<file path="src/rtl/burst_col_pkg.sv">
package burst_col_pkg;
  // strobes from the control to the datapath
  typedef struct packed {
    logic load;  // capture a new start column, clear beat count
    logic step;  // move to the next beat
  } colCtrl_t;
endpackage

</file>
<file path="src/rtl/burst_col_ctrl.sv">
module burst_col_ctrl
  import burst_col_pkg::*;
#(
  parameter int COL_W = 8,
  localparam int LOG_W = $clog2(COL_W + 1)
) (
  input  logic             clk,
  input  logic             rstN,
  input  logic             startValid,
  input  logic [2:0]       blCode,
  input  logic             burstType,
  input  logic             advance,
  input  logic             terminate,
  input  logic             finalBeat,
  output colCtrl_t         ctrlOut,
  output logic [LOG_W-1:0] lenLog,
  output logic             ilvMode,
  output logic             beatValid,
  output logic             lastBeat
);

  logic             activeQ;
  logic             fullPageQ;
  logic [LOG_W-1:0] lenLogQ;
  logic             ilvQ;
  logic [LOG_W-1:0] codeLog;
  logic             codeFull;
  logic             codeIlvOk;
  logic             fixedEnd;

  always_comb begin
    codeFull  = 1'b0;
    codeIlvOk = 1'b0;
    unique case (blCode)
      3'd1:    begin codeLog = LOG_W'(1); codeIlvOk = 1'b1; end
      3'd2:    begin codeLog = LOG_W'(2); codeIlvOk = 1'b1; end
      3'd3:    begin codeLog = LOG_W'(3); codeIlvOk = 1'b1; end
      3'd7:    begin codeLog = LOG_W'(COL_W); codeFull = 1'b1; end
      default: codeLog = '0;
    endcase
  end

  assign fixedEnd     = finalBeat && !fullPageQ;
  assign ctrlOut.load = startValid;
  assign ctrlOut.step = activeQ && advance && !startValid && !terminate && !fixedEnd;

  always_ff @(posedge clk) begin
    if (!rstN) begin
      activeQ   <= 1'b0;
      fullPageQ <= 1'b0;
      lenLogQ   <= '0;
      ilvQ      <= 1'b0;
    end else if (startValid) begin
      activeQ   <= 1'b1;
      fullPageQ <= codeFull;
      lenLogQ   <= codeLog;
      ilvQ      <= burstType && codeIlvOk;
    end else if (activeQ && (terminate || (advance && fixedEnd))) begin
      activeQ <= 1'b0;
    end
  end

  assign lenLog    = lenLogQ;
  assign ilvMode   = ilvQ;
  assign beatValid = activeQ;
  assign lastBeat  = activeQ && fixedEnd;


  fixed_end_chk: assert property (@(posedge clk) disable iff (!rstN)
    (lastBeat && advance && !startValid) |=> !beatValid);


  term_stop_chk: assert property (@(posedge clk) disable iff (!rstN)
    (beatValid && terminate && !startValid) |=> !beatValid);


  single_beat_chk: assert property (@(posedge clk) disable iff (!rstN)
    (startValid && blCode == 3'd0) |=> (beatValid && lastBeat));


  idle_quiet_chk: assert property (@(posedge clk) disable iff (!rstN)
    (!beatValid && !startValid) |=> !beatValid);

endmodule

</file>
<file path="src/rtl/burst_col_dp.sv">
module burst_col_dp
  import burst_col_pkg::*;
#(
  parameter int COL_W = 8,
  localparam int LOG_W = $clog2(COL_W + 1),
  localparam int EXT_W = COL_W + 1
) (
  input  logic             clk,
  input  logic             rstN,
  input  colCtrl_t         ctrlIn,
  input  logic [COL_W-1:0] startCol,
  input  logic [LOG_W-1:0] lenLog,
  input  logic             ilvMode,
  output logic [COL_W-1:0] colOut,
  output logic             finalBeat
);

  logic [COL_W-1:0] baseCol;
  logic [COL_W-1:0] beatCnt;
  logic [EXT_W-1:0] spanOne;
  logic [COL_W-1:0] lowMask;
  logic [COL_W-1:0] lowBits;

  always_ff @(posedge clk) begin
    if (!rstN) begin
      baseCol <= '0;
      beatCnt <= '0;
    end else if (ctrlIn.load) begin
      baseCol <= startCol;
      beatCnt <= '0;
    end else if (ctrlIn.step) begin
      beatCnt <= beatCnt + COL_W'(1);
    end
  end

  assign spanOne = EXT_W'(1) << lenLog;
  assign lowMask = COL_W'(spanOne - EXT_W'(1));

  always_comb begin
    if (ilvMode) lowBits = baseCol ^ beatCnt;
    else         lowBits = baseCol + beatCnt;
  end

  assign colOut    = (baseCol & ~lowMask) | (lowBits & lowMask);
  assign finalBeat = (beatCnt == lowMask);


  reload_col_chk: assert property (@(posedge clk) disable iff (!rstN)
    ctrlIn.load |=> (colOut == $past(startCol)));


  upper_fixed_chk: assert property (@(posedge clk) disable iff (!rstN)
    ctrlIn.step |=> ((colOut & ~lowMask) == ($past(colOut) & ~$past(lowMask))));


  hold_col_chk: assert property (@(posedge clk) disable iff (!rstN)
    (!ctrlIn.load && !ctrlIn.step) |=> $stable(colOut));

endmodule

</file>
<file path="src/rtl/burst_col_gen.sv">
module burst_col_gen
  import burst_col_pkg::*;
#(
  parameter int COL_W = 8,
  localparam int LOG_W = $clog2(COL_W + 1)
) (
  input  logic             clk,
  input  logic             rstN,
  input  logic             startValid,
  input  logic [COL_W-1:0] startCol,
  input  logic [2:0]       blCode,
  input  logic             burstType,
  input  logic             advance,
  input  logic             terminate,
  output logic [COL_W-1:0] colOut,
  output logic             beatValid,
  output logic             lastBeat
);

  colCtrl_t         ctrlBus;
  logic [LOG_W-1:0] lenLog;
  logic             ilvMode;
  logic             finalBeat;

  burst_col_ctrl #(.COL_W(COL_W)) uCtrl (
    .clk(clk), .rstN(rstN), .startValid(startValid), .blCode(blCode),
    .burstType(burstType), .advance(advance), .terminate(terminate),
    .finalBeat(finalBeat), .ctrlOut(ctrlBus), .lenLog(lenLog),
    .ilvMode(ilvMode), .beatValid(beatValid), .lastBeat(lastBeat)
  );

  burst_col_dp #(.COL_W(COL_W)) uDp (
    .clk(clk), .rstN(rstN), .ctrlIn(ctrlBus), .startCol(startCol),
    .lenLog(lenLog), .ilvMode(ilvMode), .colOut(colOut), .finalBeat(finalBeat)
  );

endmodule

</file>
<file path="config.mk">
export PLATFORM = sky130hd
export DESIGN_NAME = burst_col_gen
export DESIGN_NICKNAME = d
export VERILOG_FILES = /design/src/rtl/burst_col_pkg.sv /design/src/rtl/burst_col_ctrl.sv /design/src/rtl/burst_col_dp.sv /design/src/rtl/burst_col_gen.sv
export SDC_FILE = /design/constraint.sdc
export NUM_CORES = 1
export LEC_CHECK = 0
export ABC_CLOCK_PERIOD_IN_PS = 2350
export BUFFER_PORTS_ARGS = -buffer_cell sky130_fd_sc_hd__buf_2
export CORE_AREA = 4 4 82 84
export CTS_CLUSTER_SIZE = 12
export DETAILED_ROUTE_END_ITERATION = 10
export DIE_AREA = 0 0 86 88
export SYNTH_ARGS = -nofsm -noshare
export SYNTH_HDL_FRONTEND = slang
export SYNTH_SLANG_ARGS = --single-unit
</file>
<file path="constraint.sdc">
create_clock -name clk -period 2.35 [get_ports clk]
set_clock_uncertainty 0.2 [all_clocks]
set_input_delay 0.1175 -clock clk [delete_from_list [all_inputs] [get_ports clk]]
set_output_delay 0.1175 -clock clk [all_outputs]
set_load 0.01 [all_outputs]
</file>
# Word level (Yosys, flattened, before mapping)
# Cells that the tools add are included.
[op_classes] n_bitwise=6 add_sub_neg=3 n_reduce_logical=17 magnitude_cmp=0 div=0 shifts=1 n_mul=0 n_eq_ne=5 muxes=6
[ops] operator="bitwise AND 8 bit" n=2
[ops] operator="one-hot mux 4 bit (4 select lines)" n=1
[ops] operator="logical AND 1 bit" n=9
[ops] operator="adder 8 x 1 -> 8 bit, second input constant" n=1
[ops] operator="adder 8 bit" n=1
[ops] operator="equality test 8 bit" n=1
[ops] operator="two-way mux 8 bit" n=1
[ops] operator="inverter 8 bit" n=1
[ops] operator="OR 8 bit" n=1
[ops] operator="left shift 1 x 4 -> 8 bit, first input constant" n=1
[ops] operator="subtractor 8 x 1 -> 8 bit, second input constant" n=1
[ops] operator="bitwise XOR 8 bit" n=1
[ops] operator="equality test 3 x 2 -> 1 bit, second input constant" n=2
[ops] operator="logical NOT 1 bit" n=4
[ops] operator="two-way mux 1 bit" n=4
[ops] operator="equality test 3 x 1 -> 1 bit, second input constant" n=1
[ops] operator="equality test 3 bit, second input constant" n=1
[ops] operator="OR reduction 3 bit" n=1
[ops] operator="nonzero test 2 bit" n=1
[ops] operator="OR reduction 2 bit" n=1
[ops] operator="logical OR 1 bit" n=1
[ops] operator="inverter 1 bit" n=1
[totals] mem_bits_rw=0 out_inout_bits=10 latchBits=0 n_memories=0 word_cells=44 in_bits=17 ff_bits=23 rom_bits=0

# Depth between registers and ports, before layout
[depth] word_depth=9 depth_mapped=8 depth_no_buf=8

# Cells and area by module
# Synthesis repeated with hierarchy kept, for this count alone.
[unflattened] hier_cells=184 area_unflattened_um2=1560.2
[by_module_without_submodules] module="burst_col_dp" n_inst=1 cells_each=153 area_per_inst_um2=1285.0 seq_area_each_um2=320.3
[by_module_without_submodules] module="burst_col_ctrl" n_inst=1 cells_each=31 area_per_inst_um2=275.3 seq_area_each_um2=100.1

# Least setup slack after synthesis
# OpenSTA, ideal clock, no wires.
[synth_timing] kind="register -> register" from="reg uCtrl.lenLogQ[3] (netlist: uCtrl.lenLog[3])" to="reg uDp.beatCnt[3]" synth_period_minus_slack_ns=2.378 path_stages_with_launch=9 setup_time_ns=0.059 t_required_ns=2.091 slack_ns=-0.028 arrival_ns=2.119 n_path_buf=1 cell_sequence="dfxtp_1 buf_2 or3_2 ha_1 xnor2_1 xnor2_1 o21ai_2 or4_1 nand2_1"
[synth_between] elab_chain_len=6
[synth_lines] item="start: declaration" line="burst_col_ctrl.sv:24" source="logic [LOG_W-1:0] lenLogQ;"
[synth_lines] item="start signal: assignment" line="burst_col_ctrl.sv:56" source="lenLogQ <= codeLog;"
[synth_lines] item="left shift 1 x 4 -> 8 bit" line="burst_col_dp.sv:36" source="assign spanOne = EXT_W'(1) << lenLog;"
[synth_lines] item="subtractor 8 x 1 -> 8 bit" line="burst_col_dp.sv:37" source="assign lowMask = COL_W'(spanOne - EXT_W'(1));"
[synth_lines] item="equality test 8 bit" line="burst_col_dp.sv:45" source="assign finalBeat = (beatCnt == lowMask);"
[synth_lines] item="logical AND 1 bit" line="burst_col_ctrl.sv:43" source="assign fixedEnd = finalBeat && !fullPageQ;"
[synth_lines] item="logical NOT 1 bit" line="burst_col_ctrl.sv:45" source="assign ctrlOut.step = activeQ && advance && !startValid && !terminate && !fixedEnd;"
[synth_lines] item="logical AND 1 bit" line="burst_col_ctrl.sv:45"
[synth_lines] item="end signal: assignment" line="burst_col_dp.sv:32" source="beatCnt <= beatCnt + COL_W'(1);"
[synth_lines] item="end: declaration" line="burst_col_dp.sv:19" source="logic [COL_W-1:0] beatCnt;"
# No other way between the ends.
# A chain may end at the register's enable or synchronous reset.

# Worst setup path after layout
[layout_timing] from="reg uDp.beatCnt[0]" to="out colOut[6]"
[layout_between] elab_chain_len=4
[layout_lines] item="adder 8 bit" line="burst_col_dp.sv:41" source="else lowBits = baseCol + beatCnt;"
[layout_lines] item="two-way mux 8 bit" line="burst_col_dp.sv:40" source="if (ilvMode) lowBits = baseCol ^ beatCnt;"
[layout_lines] item="bitwise AND 8 bit" line="burst_col_dp.sv:44" source="assign colOut = (baseCol & ~lowMask) | (lowBits & lowMask);"
[layout_lines] item="OR 8 bit" line="burst_col_dp.sv:44"
[layout_lines] item="end: declaration" line="burst_col_gen.sv:15" source="output logic [COL_W-1:0] colOut,"
# No other way between the ends.

==> results.toml <==
[status]
violations = "setup timing"
outcome = "finished with violations"

[power_and_ir_drop]
intPower_mw = 0.5927
p_comb_frac = 0.243
power_per_cell_area_nw_per_um2 = 384.9
netSwitchingFraction = 0.2783
p_leak_nw = 0.8794
pwr-share-seq = 0.460
vdd_ir_drop_max_v = 0.0003419
switchingPower_mw = 0.2285
clockPowerShare = 0.297

[global_routing]
grt.total_usage = 0.1122
grt_overflow = 0
grt_max_degree = 19
grt_pass1_wl_um = 6893
grt_pass1_vias = 1451
antenna_found_initial = 0

[floorplan]
die_width_um = 86
row_count = 28
core_area_um2 = 5921
die_h_um = 88
ios = 27
initial_utilization = 0.2500
dieArea_um2 = 7568

[logic_synthesis]
syn_nets = 203
synthTopCellsByArea = "dfxtp_1, ha_1, xnor2_1"
ys_async_sr_fraction = 0
synth_flop_cell = "dfxtp_1"
yosysTopAreaCell = "dfxtp_1"
syn_area_per_cell_um2 = 8.458
ys_ff_latch = 21
ys_seq_area_frac = 0.2840
post-synth-top-count-cell = "dfxtp_1"
syn_area_um2 = 1480
synthTopCellsByCount = "dfxtp_1, nand2_1, nor2_1"
ys_types = 46
yosysTopAreaCellShare = 0.2840
ys_warn_count = 0
synth_edf_count = 0
synthCells = 175

[finish]
diodes = 0
syn_to_final_growth_pct = 44.13
drive_gt1_frac = 0.3723
post-route-util = 0.3603
final_nets = 260
stdcell_area_um2 = 2133

[timing]
hold_viol_final = 0
slew_viol_final = 0
setup_viol = 2
max_slew.worst_pin.slew_ns = 0.6070
max_freq_ghz = 0.4152
hold_ws_ns = 0.003984
setup_slack_ns = -0.05820
rsz0062_at_grt = "true"
slew_headroom = 0.5945
fin_crit_sh = 1.025
period_needed_ns = 2.408

[cts]
clock_path_buffers = 2
cts_tree = "built"
clkLatencyLatePin_ns = 0.26
clk_pin_slew_worst_paths_ns = 0.08
cts_buffers = 3
root_buffer = "clkbuf_8"
cts_sinks = 21
htree_levels = 1

[routing]
wl_per_cell_um = 12.85
vias_per_cell = 4.690
drt_iter0_markers = 76
wirelength_um = 3932
firstDrtPassIters = 4
postRouteAntennaNets = 0
routed-via-count = 1435
drc_errors = 0

[place]
pre_cts_ws_ns = 0.08944
io_buffers = 26
hpwlAfterDp_um = 2824
gp_congestion = 0.7738
place_area_um2 = 1779

[critical_path]
critPathCaptureType = "output port"
critPathMaxFanout = 2
critPathLaunchType = "flip-flop"
crit_required_ns = 2.03
critPathArrivalTime_ns = 2.09
path_class = "reg -> out"

[job]
maxCapViolCount = 0

[worst_hold_path]
worstHoldPathType = "in -> reg"
repair_timing:
| item | 4_1_cts | 5_1_grt |
|---|---|---|
| buffers inserted | 5 | 3 |
| pin swaps | 9 | 13 |
| setup endpoints to repair | 4 | 10 |
| hold buffers | 12 | 0 |
| resized for setup | 23 | 18 |
| hold endpoints to repair | 16 | 0 |
layout by cell type, fill, tap and decap left out, drive strengths merged, types with 3 or more instances in the layout:
master	netlist	layout
a21o	4	4
or3	3	3
a21oi	6	6
nor2	12	12
o21ai	11	11
buf	2	45
dlygate4sd3	0	12
nand2	14	14
inv	9	9
clkbuf	3	4
xor2	5	5
nand4	3	3
dfxtp	21	21
mux2i	8	8
nand2b	4	4
ha	10	10
nor4	4	4
xnor2	10	10
and2	4	4
and3	4	4
nand3	4	4
nor2b	10	10
metal layers:
layer	wire, µm	track usage	share of wire
met5	0	0	0
met4	10	0.02590	0.0025
met3	127	0.02164	0.032
met1	1835	0.1475	0.47
met2	1959	0.1899	0.50
worst paths after layout:
path | from | cells past startpoint | slack [ns] | end
max | uDp.beatCnt[0]$_SDFFE_PP0P_ | 9 | -0.06 | colOut[6]
min | rstN | 2 | 0.004 | uCtrl.beatValid$_SDFFE_PN0P_
max reg2reg | uCtrl.lenLog[3]$_SDFFE_PN0P_ | 8 | 0.04 | uDp.beatCnt[2]$_SDFFE_PP0P_
min reg2reg | uCtrl.lenLog[3]$_SDFFE_PN0P_ | 2 | 0.33 | uCtrl.lenLog[3]$_SDFFE_PN0P_
stage by stage:
step	instances	TNS, ns	power, mW
final	306	-0.06385	0.8212
after CTS	303	-0.07893	0.8231
after floorplan	175	0	0.4846
after global placement	282	0	0.5402
after global routing	306	-0.5840	0.8715
after detailed placement	282	0	0.5418
sequential cells by signal (all words and copies together) (netlist names):
signal / cells
uDp.baseCol: 8
uCtrl.beatValid: 1
uDp.beatCnt: 8
uCtrl.lenLog: 3
uCtrl.ilvMode: 1
cells by family after synthesis:
| logic type | after synthesis | synth area share |
|---|---|---|
| flops | 21 | 0.2840 |
| buf+inv | 14 | 0.04141 |
| compound gates | 35 | 0.1614 |
| simple gates | 70 | 0.2646 |
| mux | 9 | 0.06171 |
| xor+xnor | 15 | 0.08875 |
| fa+ha+maj | 11 | 0.09806 |
final cells by class:
cell class / count / area, µm²
Multi-Input combinational cell: 140 / 1124
Inverter: 9 / 33.78
Sequential cell: 21 / 440.4
Fill cell: 573 / 3787
Timing Repair Buffer: 57 / 396.6
Clock buffer: 4 / 45.04
Tap cell: 75 / 93.84
critical path: stages, from the launching register on:
cell and delay, ns:
dfxtp_2 0.35, ha_4 0.14, inv_2 0.03, fa_2 0.34
nor2b_2 0.14, o21ai_2 0.08, a21o_1 0.18, a2111o_1 0.36
nand3_1 0.08, buf_2 0.13
power groups by stage:
stage / clock network [mW] / logic, mW / registers, mW
2_1_floorplan: 0 / 0.101 / 0.384
3_3_place_gp: 0 / 0.153 / 0.387
3_5_place_dp: 0 / 0.154 / 0.387
4_1_cts: 0.256 / 0.188 / 0.379
5_1_grt: 0.270 / 0.221 / 0.380
6_report: 0.244 / 0.200 / 0.378
(Power assumes the default switching activity.)
